<file path="config.mk">
export PLATFORM = sky130hd
export DESIGN_NAME = sync_rx
export DESIGN_NICKNAME = d
export VERILOG_FILES = /design/src/rtl/sync_rx_pkg.sv /design/src/rtl/sync_rx_deser.sv /design/src/rtl/sync_rx_ctrl.sv /design/src/rtl/sync_rx_outreg.sv /design/src/rtl/sync_rx.sv
export SDC_FILE = /design/constraint.sdc
export NUM_CORES = 1
export LEC_CHECK = 0
export BUFFER_PORTS_ARGS = -buffer_cell sky130_fd_sc_hd__buf_4
export CAP_MARGIN = 20
export CORE_MARGIN = 8
export CORE_UTILIZATION = 45
export DETAILED_ROUTE_END_ITERATION = 16
export GPL_TIMING_DRIVEN = 0
export PLACE_DENSITY = 0.77
export REMOVE_ABC_BUFFERS = 1
export SETUP_SLACK_MARGIN = 0.05
export SLEW_MARGIN = 15
export SYNTH_ARGS = -nofsm -noshare
export SYNTH_HDL_FRONTEND = slang
export SYNTH_SLANG_ARGS = --single-unit
</file>
<file path="constraint.sdc">
create_clock -name clk -period 3.4 [get_ports clk]
set_input_delay 0.68 -clock clk [delete_from_list [all_inputs] [get_ports clk]]
set_output_delay 0.68 -clock clk [all_outputs]
set_load 0.01 [all_outputs]
</file>
<file path="src/rtl/sync_rx_pkg.sv">
package sync_rx_pkg;
  typedef enum logic [2:0] {
    ST_HUNT   = 3'd0,
    ST_PTAIL  = 3'd1,
    ST_SYNC2  = 3'd2,
    ST_ARM    = 3'd3,
    ST_ACTIVE = 3'd4
  } rx_state_t;
endpackage

</file>
<file path="src/rtl/sync_rx_deser.sv">
module sync_rx_deser #(
  parameter int DATA_W = 8,
  parameter int CNT_W  = 4
) (
  input  logic              clk,
  input  logic              rst_n,
  input  logic              clr,
  input  logic              bit_vld,
  input  logic              bit_in,
  input  logic [CNT_W-1:0]  nlen,
  input  logic [DATA_W-1:0] mask,
  input  logic [DATA_W-1:0] sync_m,
  input  logic              par_en,
  input  logic              par_odd,
  input  logic              locked,
  output logic              hit,
  output logic              frame_done,
  output logic [DATA_W-1:0] frame_data,
  output logic              frame_perr
);
  logic [DATA_W-1:0] shreg, win_next;
  logic [CNT_W-1:0]  cnt, cnt_inc;
  logic              at_par;

  assign cnt_inc  = cnt + CNT_W'(1);
  assign at_par   = (cnt == nlen);
  assign win_next = ({1'b0, shreg[DATA_W-1:1]} | (DATA_W'(bit_in) << (nlen - CNT_W'(1)))) & mask;

  assign hit        = !locked && bit_vld && (cnt_inc >= nlen) && (win_next == sync_m);
  assign frame_done = locked && bit_vld && (at_par || (!par_en && cnt_inc == nlen));
  assign frame_data = at_par ? shreg : win_next;
  assign frame_perr = par_en && at_par && ((^shreg ^ bit_in) != par_odd);

  always_ff @(posedge clk or negedge rst_n) begin
    if (!rst_n) begin
      shreg <= '0;
      cnt   <= '0;
    end else if (clr) begin
      shreg <= '0;
      cnt   <= '0;
    end else if (bit_vld) begin
      if (!locked) begin
        shreg <= win_next;
        if (hit)              cnt <= par_en ? nlen : '0;
        else if (cnt < nlen)  cnt <= cnt_inc;
      end else if (!at_par) begin
        shreg <= win_next;
        cnt   <= (!par_en && cnt_inc == nlen) ? '0 : cnt_inc;
      end else begin
        cnt <= '0;
      end
    end
  end


  frame_width_chk: assert property (@(posedge clk) disable iff (!rst_n)
    frame_done |-> ((frame_data & ~mask) == '0));
endmodule

</file>
<file path="src/rtl/sync_rx_ctrl.sv">
module sync_rx_ctrl
  import sync_rx_pkg::*;
#(
  parameter int DATA_W = 8
) (
  input  logic              clk,
  input  logic              rst_n,
  input  logic              clr,
  input  logic              hit,
  input  logic              frame_done,
  input  logic [DATA_W-1:0] frame_data,
  input  logic [DATA_W-1:0] sync_m,
  input  logic              strip,
  input  logic              par_en,
  output logic              locked,
  output logic              load,
  output logic              rx_active
);
  rx_state_t st, st_nx;
  logic      is_sync, keep;

  assign is_sync   = (frame_data == sync_m);
  assign keep      = !(strip && is_sync);
  assign locked    = (st != ST_HUNT);
  assign rx_active = (st == ST_ACTIVE);
  assign load      = frame_done && keep && (st == ST_ARM || st == ST_ACTIVE);

  always_comb begin
    st_nx = st;
    case (st)
      ST_HUNT:   if (hit) st_nx = par_en ? ST_PTAIL : ST_SYNC2;
      ST_PTAIL:  if (frame_done) st_nx = ST_SYNC2;
      ST_SYNC2:  if (frame_done) st_nx = is_sync ? ST_ARM : ST_HUNT;
      ST_ARM:    if (frame_done && keep) st_nx = ST_ACTIVE;
      ST_ACTIVE: st_nx = ST_ACTIVE;
      default:   st_nx = ST_HUNT;
    endcase
  end

  always_ff @(posedge clk or negedge rst_n) begin
    if (!rst_n)   st <= ST_HUNT;
    else if (clr) st <= ST_HUNT;
    else          st <= st_nx;
  end


  active_after_load_chk: assert property (@(posedge clk) disable iff (!rst_n)
    $rose(rx_active) |-> $past(load));


  no_load_unlocked_chk: assert property (@(posedge clk) disable iff (!rst_n)
    load |-> locked);
endmodule

</file>
<file path="src/rtl/sync_rx_outreg.sv">
module sync_rx_outreg #(
  parameter int DATA_W = 8
) (
  input  logic              clk,
  input  logic              rst_n,
  input  logic              clr,
  input  logic              load,
  input  logic [DATA_W-1:0] d_data,
  input  logic              d_perr,
  input  logic              ready,
  output logic              valid,
  output logic [DATA_W-1:0] data,
  output logic              perr,
  output logic              ovr,
  output logic              perr_stb
);
  always_ff @(posedge clk or negedge rst_n) begin
    if (!rst_n) begin
      valid <= 1'b0; data <= '0; perr <= 1'b0; ovr <= 1'b0; perr_stb <= 1'b0;
    end else if (clr) begin
      valid <= 1'b0; data <= '0; perr <= 1'b0; ovr <= 1'b0; perr_stb <= 1'b0;
    end else begin
      perr_stb <= load && d_perr;
      if (load) begin
        valid <= 1'b1;
        data  <= d_data;
        perr  <= d_perr;
        ovr   <= valid && !ready;
      end else if (valid && ready) begin
        valid <= 1'b0;
      end
    end
  end


  hold_stable_chk: assert property (@(posedge clk) disable iff (!rst_n)
    (valid && !ready && !load && !clr) |=> (valid && $stable(data)));


  ovr_on_collision_chk: assert property (@(posedge clk) disable iff (!rst_n)
    (valid && !ready && load && !clr) |=> ovr);
endmodule

</file>
<file path="src/rtl/sync_rx.sv">
module sync_rx #(
  parameter int DATA_W  = 8,
  parameter int LEN_W   = 2,
  parameter int MIN_LEN = 5
) (
  input  logic              clk,
  input  logic              rst_n,
  input  logic              rx_en,
  input  logic              rx_bit_vld,
  input  logic              rx_bit,
  input  logic [DATA_W-1:0] sync_char,
  input  logic [LEN_W-1:0]  char_len,
  input  logic              strip_sync,
  input  logic              par_en,
  input  logic              par_odd,
  output logic              out_valid,
  input  logic              out_ready,
  output logic [DATA_W-1:0] out_data,
  output logic              out_perr,
  output logic              out_ovr,
  output logic              perr_stb,
  output logic              rx_active
);
  localparam int CNT_W = $clog2(DATA_W + 2);

  logic [CNT_W-1:0]  nlen;
  logic [DATA_W-1:0] mask, sync_m, f_data;
  logic              clr, hit, f_done, f_perr, locked, load;

  assign clr    = !rx_en;
  assign nlen   = CNT_W'(MIN_LEN) + CNT_W'(char_len);
  assign mask   = (DATA_W'(1) << nlen) - DATA_W'(1);
  assign sync_m = sync_char & mask;

  sync_rx_deser #(.DATA_W(DATA_W), .CNT_W(CNT_W)) u_deser (
    .clk(clk), .rst_n(rst_n), .clr(clr), .bit_vld(rx_bit_vld), .bit_in(rx_bit),
    .nlen(nlen), .mask(mask), .sync_m(sync_m), .par_en(par_en), .par_odd(par_odd),
    .locked(locked), .hit(hit), .frame_done(f_done), .frame_data(f_data),
    .frame_perr(f_perr)
  );

  sync_rx_ctrl #(.DATA_W(DATA_W)) u_ctrl (
    .clk(clk), .rst_n(rst_n), .clr(clr), .hit(hit), .frame_done(f_done),
    .frame_data(f_data), .sync_m(sync_m), .strip(strip_sync), .par_en(par_en),
    .locked(locked), .load(load), .rx_active(rx_active)
  );

  sync_rx_outreg #(.DATA_W(DATA_W)) u_out (
    .clk(clk), .rst_n(rst_n), .clr(clr), .load(load), .d_data(f_data),
    .d_perr(f_perr), .ready(out_ready), .valid(out_valid), .data(out_data),
    .perr(out_perr), .ovr(out_ovr), .perr_stb(perr_stb)
  );


  perr_stb_chk: assert property (@(posedge clk) disable iff (!rst_n)
    perr_stb |-> (out_valid && out_perr && !$past(perr_stb)));


  en_clear_chk: assert property (@(posedge clk) disable iff (!rst_n)
    !rx_en |=> (!out_valid && !rx_active));
endmodule

</file>
==> metrics.cfg, run 1 <==
[run_status]
status=completed

[synthesis]
synth_common_cells=a21oi_1, dfrtp_1, nand2_1, nor2_1, xnor2_1
yosysTopAreaCell=dfrtp_1
synthTopCellsByArea=dfrtp_1, ha_1, xnor2_1
seq_area_frac_synth_pct=27.3
synth-main-ff-cell=dfrtp_1
synth_edf_count=0
synthArstFlopShare_pct=100
synth_top_area_share_pct=27.3
synthCells=302
synth_seq_cells=27
avgSynthCellArea_um2=8.20
ys_warn_count=0
netlist_area_um2=2480
yosysMostFrequentCell=a21oi_1
ys_types=59

[floorplanning]
pin_count=32
die_w_um=90.2
initial_utilization_pct=45.8
dieArea_um2=8140
core_um2=5410
die_h_um=90.2
rows=27

[grt]
grt_pass1_vias=2266
grt_pass1_wl_um=10900
grt_usage_pct=15.8
antenna_found_initial=0
grt_overflow=0
grt_start_max_net_pins=28

[final_layout]
area_growth_pct=25.3
fin_cells=413
antenna_cells=0
fin_area_um2=3100
nFillCells=491
final_nets=376
drive_gt1_share_pct=26.7

[clocking]
cts_tree=yes
clk_path_buf_depth=2
htree_levels=1
cts-root-buf=clkbuf_8
clk_pin_slew_ps=100
clock-sinks=27
clk_latency_ps=280
cts_buffers=3

[pwr]
internal_power_uw=623
cellLeakagePower_nw=1.34
powerDensity_nw_per_um2=325
comb_power_share_pct=43.8
seq_power_share_pct=37.3
p_sw_uw=386
peakVddDrop_uv=239
p_clk_share_pct=18.9
switching_share_pct=38.3

[critical_path]
required_ps=3590
path_cells=buf_12, ha_4, buf_12, ha_1, and3_4, xor2_1, a211oi_2, o211ai_1, a221o_1, o31ai_2, or3b_4, a311oi_2
worstSetupPathType=primary input to register
critPathMaxFanout=5
worst_path_largest_cell_delay_ps=430
cp_slowest_cell=a221o_1
cp-end-kind=register
critPathLaunchType=primary input
critPathMostFrequentCell=buf_12
cp.arrival_ps=3500
rrSetupSlack_ps=460

[hold_path]
hold_class=primary input to asynchronous set/reset pin

[route]
via_per_inst=5.83
vias=2407
routed_wirelength_um=6780
drc_errors=0
ant_nets=0
drt_iter0_drc=218
wl_per_cell_um=16.4
drtPass1Iterations=5

[placed_design]
placed_cell_area_um2=2730
routabilityCongestion=0.910
port_buffers=31
dp_hpwl_um=4820
post-place-cells=389

[sta]
grt_setup_unrepaired=true
fin_crit_sh_pct=97.3
fmax_mhz=302
slew_headroom_pct=43.3
fin_skew_ps=3.54
setup_violations=0
tns_ps=0
slew_violations=0
min_period_ps=3310
max_slew.worst_pin.slew_ps=845
timing.final.hold_violations=0

[run]
maxCapViolations=0

[final cells by class]
class                   count  area, µm²  area share, %
multi-input cells         241       1800           58.0
well taps                  72       90.1           2.90
flip-flops and latches     27        676           21.8
clock buffers               3       41.3           1.33
repair buffers             52        419           13.5
inverters                  17       70.1           2.26
clock inverters             1       7.51          0.242
[power groups by stage]
stage | clock network, mW | logic (mW) | registers, mW
CTS | 0.199 | 0.410 | 0.372
finish | 0.191 | 0.441 | 0.377
global placement | 0 | 0.352 | 0.377
detailed placement | 0 | 0.364 | 0.379
floorplan | 0 | 0.268 | 0.367
global route | 0.210 | 0.488 | 0.381
[cell usage in the layout, fill, tap and decap left out, types with 6 or more instances in the layout]
cell type and n:
buf_4 49, nand2_1 24, o21ai_0 9, xnor2_1 19, or3_1 11, o21ai_1 8
xor2_1 6, inv_1 13, a21oi_1 29, dfrtp_1 27, nor2_1 20, ha_1 9
ha_4 6, nor3_1 9
[repair_timing]
item / 4_1_cts / 5_1_grt
pin swaps: 6 / 14
setup endpoints to repair: 19 / 14
buffers inserted: 14 / 6
endpoints found under the hold margin: 0 / 0
gates cloned: 0 / 0
resized for setup: 18 / 20
hold buffers: 0 / 0
[cells by family (layout without fill, tap and decap cells)]
| kind of cell | after synthesis | after routing | share of synthesized area, % |
|---|---|---|---|
| xor+xnor | 27 | 27 | 10.3 |
| simple gates | 111 | 111 | 24.6 |
| flops | 27 | 27 | 27.3 |
| compound gates | 82 | 82 | 21.8 |
| buf+inv | 34 | 73 | 5.86 |
| mux | 6 | 6 | 2.53 |
| fa+ha+maj | 15 | 15 | 7.58 |
[flip-flops by register name (all words and copies together) (netlist names)]
register	cells
u_out.data	8
u_out.perr	1
u_out.perr_stb	1
u_deser.cnt	4
u_deser.shreg	8
u_out.valid	1
u_ctrl.st	3
u_out.ovr	1
[critical path, delay by kind of cell]
family,cells,cell delay (ps)
AO/OA/AOI/OAI,5,1320
AND/OR/NAND/NOR,2,620
adder cells (fa/ha/maj),2,470
buffers and inverters,2,230
XOR/XNOR,1,150
[per-stage QoR]
step / power (mW) / hold WS [ps] / setup slack (ps) / utilization, %
after floorplan: 0.636 / 384 / -164 / -
after CTS: 0.982 / 311 / 84.3 / 55.2
after detailed placement: 0.743 / 471 / -1060 / 50.4
after global routing: 1.08 / 308 / -9.85 / 57.4
final: 1.01 / 294 / 90.8 / 57.4
after global placement: 0.729 / 465 / -899 / 50.3
[per-layer routing]
metal | track usage, % | wire, µm | vias up | share of wire [%]
met5 | 0 | 0 | - | 0
met4 | 2.08 | 45 | 0 | 0.66
met3 | 2.91 | 378 | 6 | 5.6
met2 | 28.8 | 3440 | 91 | 51
met1 | 19.1 | 2920 | 1156 | 43
li1 | - | - | 1154 | -
[final timing paths]
check | from | endpoint | cells after the start
hold reg to reg | u_out.perr | u_out.perr | 1
setup / recovery | char_len[0] | u_ctrl.st[0] | 12
max in group asynchronous | rst_n | u_deser.cnt[2] | 1
hold / removal | rst_n | u_deser.shreg[0] | 1
min in group clk | u_out.perr | u_out.perr | 1
setup reg to reg | u_deser.cnt[0] | u_ctrl.st[0] | 9
Power figures use the tool's default switching activity.
==> inputs of run 2 (changes only) <==
--- a/config.mk
+++ b/config.mk
@@ -8,10 +8,10 @@
 export BUFFER_PORTS_ARGS = -buffer_cell sky130_fd_sc_hd__buf_4
 export CAP_MARGIN = 20
 export CORE_MARGIN = 8
-export CORE_UTILIZATION = 45
+export CORE_UTILIZATION = 30
 export DETAILED_ROUTE_END_ITERATION = 16
 export GPL_TIMING_DRIVEN = 0
-export PLACE_DENSITY = 0.77
+export PLACE_DENSITY = 0.59
 export REMOVE_ABC_BUFFERS = 1
 export SETUP_SLACK_MARGIN = 0.05
 export SLEW_MARGIN = 15
==> run 2 against run 1 <==
Combinational power grew 6.3%. First-iteration DRC count shrank 67%. Critical path depth rose by 2. Clock-buffer cell count is 1 higher. Clock skew up 4.6 ps. Core utilization shrank 18 points.
==> metrics.cfg, run 2 (same netlist as run 1, synthesis figures left out) <==
[floorplanning]
core_um2=8090
dieArea_um2=11400
pin_count=32
rows=33
die_w_um=107
die_h_um=107
initial_utilization_pct=30.6

[final_layout]
area_growth_pct=27.9
layout_commonest_cell=buf_4
fin_cells=448
nFillCells=862
antenna_cells=0
final_util_pct=39.1
final_nets=378
drive_gt1_share_pct=27.1
multi_input_area_um2=1820
fin_area_um2=3170
regArea_um2=676
layout_common_cells=buf_4, a21oi_1, dfrtp_1
top_regs=u_deser.shreg: 8 flops, u_out.data: 8 flops, u_deser.cnt: 4 flops

[grt]
grt_usage_pct=12.0
grt_start_max_net_pins=28
grt_pass1_vias=2291
antenna_found_initial=0
grt.met2_usage_pct=20.2
grt_overflow=0
met1_usage_pct=15.1
grt_use_met3_pct=2.46
grt.busiest_layer=met2
grt_pass1_wl_um=11400

[clocking]
clock-sinks=27
cts-root-buf=clkbuf_8
htree_levels=1
clk_latency_ps=270
clk_pin_slew_ps=100
hold_buffers=0
cts_buffers=3
clk_path_buf_depth=2
cts_tree=yes

[critical_path]
required_ps=3580
critPathLaunchType=primary input
worstSetupPathType=primary input to register
cp.arrival_ps=3430
cp-end-kind=register
critPathMaxFanout=6

[pwr]
comb_power_share_pct=45.6
p_clk_share_pct=17.9
powerDensity_nw_per_um2=325
p_sw_uw=393
internal_power_uw=636
peakVddDrop_uv=278
cellLeakagePower_nw=1.35
seq_power_share_pct=36.6
power_mw=1.03
switching_share_pct=38.2

[sta]
slew_violations=0
fin_skew_ps=8.19
setup_violations=0
fmax_mhz=307
max_slew.worst_pin.slew_ps=858
holdWs_ps=302
slew_headroom_pct=42.4
timing.final.hold_violations=0
fin_crit_sh_pct=95.8
min_period_ps=3260
grt_setup_unrepaired=false

[placed_design]
post-place-cells=423
dp_hpwl_um=5090
routabilityCongestion=0.843
placed_cell_area_um2=2780
port_buffers=31

[route]
routed_wirelength_um=7050
vias=2373
drtPass1Iterations=4
ant_nets=0
drt_iter0_drc=71
wl_per_cell_um=15.7
via_per_inst=5.30
drc_errors=0

[run_status]
status=completed

[run]
maxCapViolations=0

[hold_path]
hold_class=primary input to asynchronous set/reset pin

-- run 2: what timing repair did --
item,in CTS,in global routing
pin swaps,5,15
setup endpoints to repair,19,15
gates resized for setup,15,20
buffers inserted,9,12
cloned,0,1
-- run 2: critical path, stage by stage --
cell	delay [ps]
buf_4	150
ha_4	180
inv_4	70
ha_4	160
inv_1	80
ha_4	260
nand2b_4	140
xnor2_1	130
a21oi_1	130
nand4_1	100
a221o_1	450
o31ai_1	260
or3b_4	400
a311oi_2	230
-- run 2: final timing paths --
check / start / end / slack (ps) / cells past startpoint
min in group clk: u_out.perr / u_out.perr / 490 / 1
max reg2reg: u_deser.cnt[0] / u_ctrl.st[0] / 510 / 9
min reg2reg: u_out.perr / u_out.perr / 490 / 1
max: char_len[0] / u_ctrl.st[0] / 140 / 14
min: rst_n / u_deser.shreg[4] / 300 / 1
max in group asynchronous: rst_n / u_ctrl.st[1] / 2810 / 1
-- run 2: metal layers --
metal,up-vias,part of all wire (%)
met5,-,0
met3,8,4.9
li1,1158,-
met1,1158,43
met4,0,1.7
met2,49,50
-- run 2: layout make-up --
| cell class | count | share of cell area [%] |
|---|---|---|
| Timing Repair Buffer | 53 | 13.3 |
| Multi-Input combinational cell | 242 | 57.5 |
| Inverter | 17 | 2.21 |
| Clock buffer | 4 | 1.42 |
| Sequential cell | 27 | 21.3 |
| Tap cell | 105 | 4.15 |
-- run 2: power by group through the flow --
| stage | Clock, mW | Combinational (mW) | Sequential, mW |
|---|---|---|---|
| finish | 0.184 | 0.469 | 0.377 |
| global route | 0.200 | 0.524 | 0.382 |
| CTS | 0.192 | 0.403 | 0.374 |
| detailed placement | 0 | 0.371 | 0.380 |
| global placement | 0 | 0.361 | 0.379 |
| floorplan | 0 | 0.268 | 0.367 |
-- run 2: per-stage QoR --
step	TNS, ps	setup WS, ps
3_5_place_dp	-13800	-882
6_report	0	144
4_1_cts	0	59.9
2_1_floorplan	-1040	-164
3_3_place_gp	-19890	-1050
5_1_grt	0	40.8
==> inputs of run 3 (changes only) <==
--- a/config.mk
+++ b/config.mk
@@ -7,7 +7,7 @@
 export LEC_CHECK = 0
 export BUFFER_PORTS_ARGS = -buffer_cell sky130_fd_sc_hd__buf_4
 export CAP_MARGIN = 20
-export CORE_MARGIN = 8
+export CORE_ASPECT_RATIO = 0.9
 export CORE_UTILIZATION = 30
 export DETAILED_ROUTE_END_ITERATION = 16
 export GPL_TIMING_DRIVEN = 0
==> run 3 against run 2 <==
The run now ends with DRC left. Sequential power about the same. Critical path depth decreased by 2. Setup slack got worse by 14 ps. Highest routed layer unchanged. Clock-buffer cell count unchanged. First-iteration DRC count increased by 86%. Sequential share of layout area about the same.
==> metrics.cfg, run 3 (same netlist as run 1, synthesis figures left out) <==
[run_status]
status=complete, but fails checks
violations=DRC

[route]
vias=2344
wl_per_cell_um=14.9
drt_iter0_drc=132
drtPass1Iterations=10
via_per_inst=5.29
ant_nets=0
drc_errors=4
routed_wirelength_um=6610

[floorplanning]
rows=31
initial_utilization_pct=30.9
core_um2=8030
dieArea_um2=8630
pin_count=32
die_w_um=97.8
die_h_um=88.2

[critical_path]
cp-end-kind=register
path_delay_family=compound AO/OA/AOI/OAI gates
critPathMaxFanout=8
critPathLaunchType=primary input
required_ps=3580
cp.arrival_ps=3450
cp_slowest_cell=or3b_1
path_cells=buf_6, ha_4, buf_4, ha_1, and3_4, a21oi_1, o311ai_0, nor3_1, o2111a_2, a21oi_1, or3b_1, a311oi_2
critPathMostFrequentCell=a21oi_1
cp.buffers_inverters=2
worstSetupPathType=primary input to register
worst_path_largest_cell_delay_ps=390

[clocking]
clk_pin_slew_ps=90
clk_path_buf_depth=2
clk_latency_ps=270
htree_levels=1
cts-root-buf=clkbuf_8
cts_tree=yes
cts_buffers=3
clock-sinks=27

[sta]
fin_skew_ps=4.15
fin_crit_sh_pct=96.2
tns_ps=0
setup_violations=0
slew_violations=0
slew_headroom_pct=37.9
timing.final.hold_violations=0
grt_setup_unrepaired=false
holdWs_ps=314
fmax_mhz=306
min_period_ps=3270
max_slew.worst_pin.slew_ps=925

[final_layout]
layout_common_cells=buf_4, a21oi_1, dfrtp_1
top_regs=u_deser.shreg: 8 flops, u_out.data: 8 flops, u_deser.cnt: 4 flops
final_nets=379
antenna_cells=0
drive_gt1_share_pct=25.9
area_growth_pct=27.8
nFillCells=806
layout_commonest_cell=buf_4
multi_input_area_um2=1810
regArea_um2=676
final_util_pct=39.4
fin_cells=443

[grt]
grt_pass1_vias=2180
grt_pass1_wl_um=10800
grt_start_max_net_pins=28
grt_usage_pct=15.6
grt_overflow=0
antenna_found_initial=0

[placed_design]
post-place-cells=417
port_buffers=31
dp_hpwl_um=4820
routabilityCongestion=0.824

[pwr]
powerDensity_nw_per_um2=316
cellLeakagePower_nw=1.35
peakVddDrop_uv=287

[hold_path]
hold_class=primary input to asynchronous set/reset pin

[run]
maxCapViolations=0

-- run 3: cell types whose count changed in the layout (fill, tap and decap cells not counted), sizes merged --
cell,delta
buf,+2
nor2,-1
-- run 3: area by class of cell --
| cell class | count | share of cell area (%) |
|---|---|---|
| multi-input cells | 241 | 57.1 |
| flip-flops and latches | 27 | 21.3 |
| inverters | 17 | 2.21 |
| clock buffers | 4 | 1.42 |
| well taps | 99 | 3.91 |
| repair buffers | 55 | 14.1 |
-- run 3: final timing paths --
path                                startpoint                to  slack [ps]  cells after the start
worst max-delay path               char_len[0]      u_ctrl.st[0]         130                     12
worst min-delay path                     rst_n    u_deser.cnt[0]         310                      1
worst max register to register  u_deser.cnt[0]      u_ctrl.st[0]         480                      9
worst min register to register      u_out.perr        u_out.perr         500                      1
max in group asynchronous                rst_n  u_deser.shreg[6]        2830                      1
min in group clk                    u_out.perr        u_out.perr         500                      1
-- run 3: report_power, final --
group,leakage (nW),total (mW),switching (mW),internal (mW)
Sequential,0.373,0.377,0.0401,0.337
Clock,0.0228,0.180,0.0961,0.0839
Combinational,0.958,0.443,0.240,0.203
Total,1.35,1.00,0.376,0.624
-- run 3: repair_timing --
action	CTS	global route
setup buffers	12	11
resized for setup	13	20
pin swaps	7	19
hold buffers	0	0
setup endpoints to repair	19	14
endpoints found under the hold margin	0	0
-- run 3: layer usage --
layer,GRT usage (%),wire [µm],vias to the layer above
li1,-,-,1157
met1,22.2,3250,1138
met2,26.2,3090,41
met3,2.37,204,8
met4,1.65,63,0
met5,0,0,-
-- run 3: worst reg2reg max path, stage by stage (launching register included) --
cell and delay (ps):
dfrtp_1 520, inv_1 80, ha_1 330, nand3_2 120, nor2_4 80, or3_1 390
a221o_1 440, o31ai_1 260, or3b_1 380, a311oi_2 240
-- run 3: through the flow --
step,setup slack [ps],total power [mW],cell area [µm²]
floorplan,-164,0.636,2400
global placement,-1040,0.739,2750
detailed placement,-946,0.747,2770
CTS,72.0,0.960,2990
global route,26.8,1.08,3170
finish,130,1.00,3170
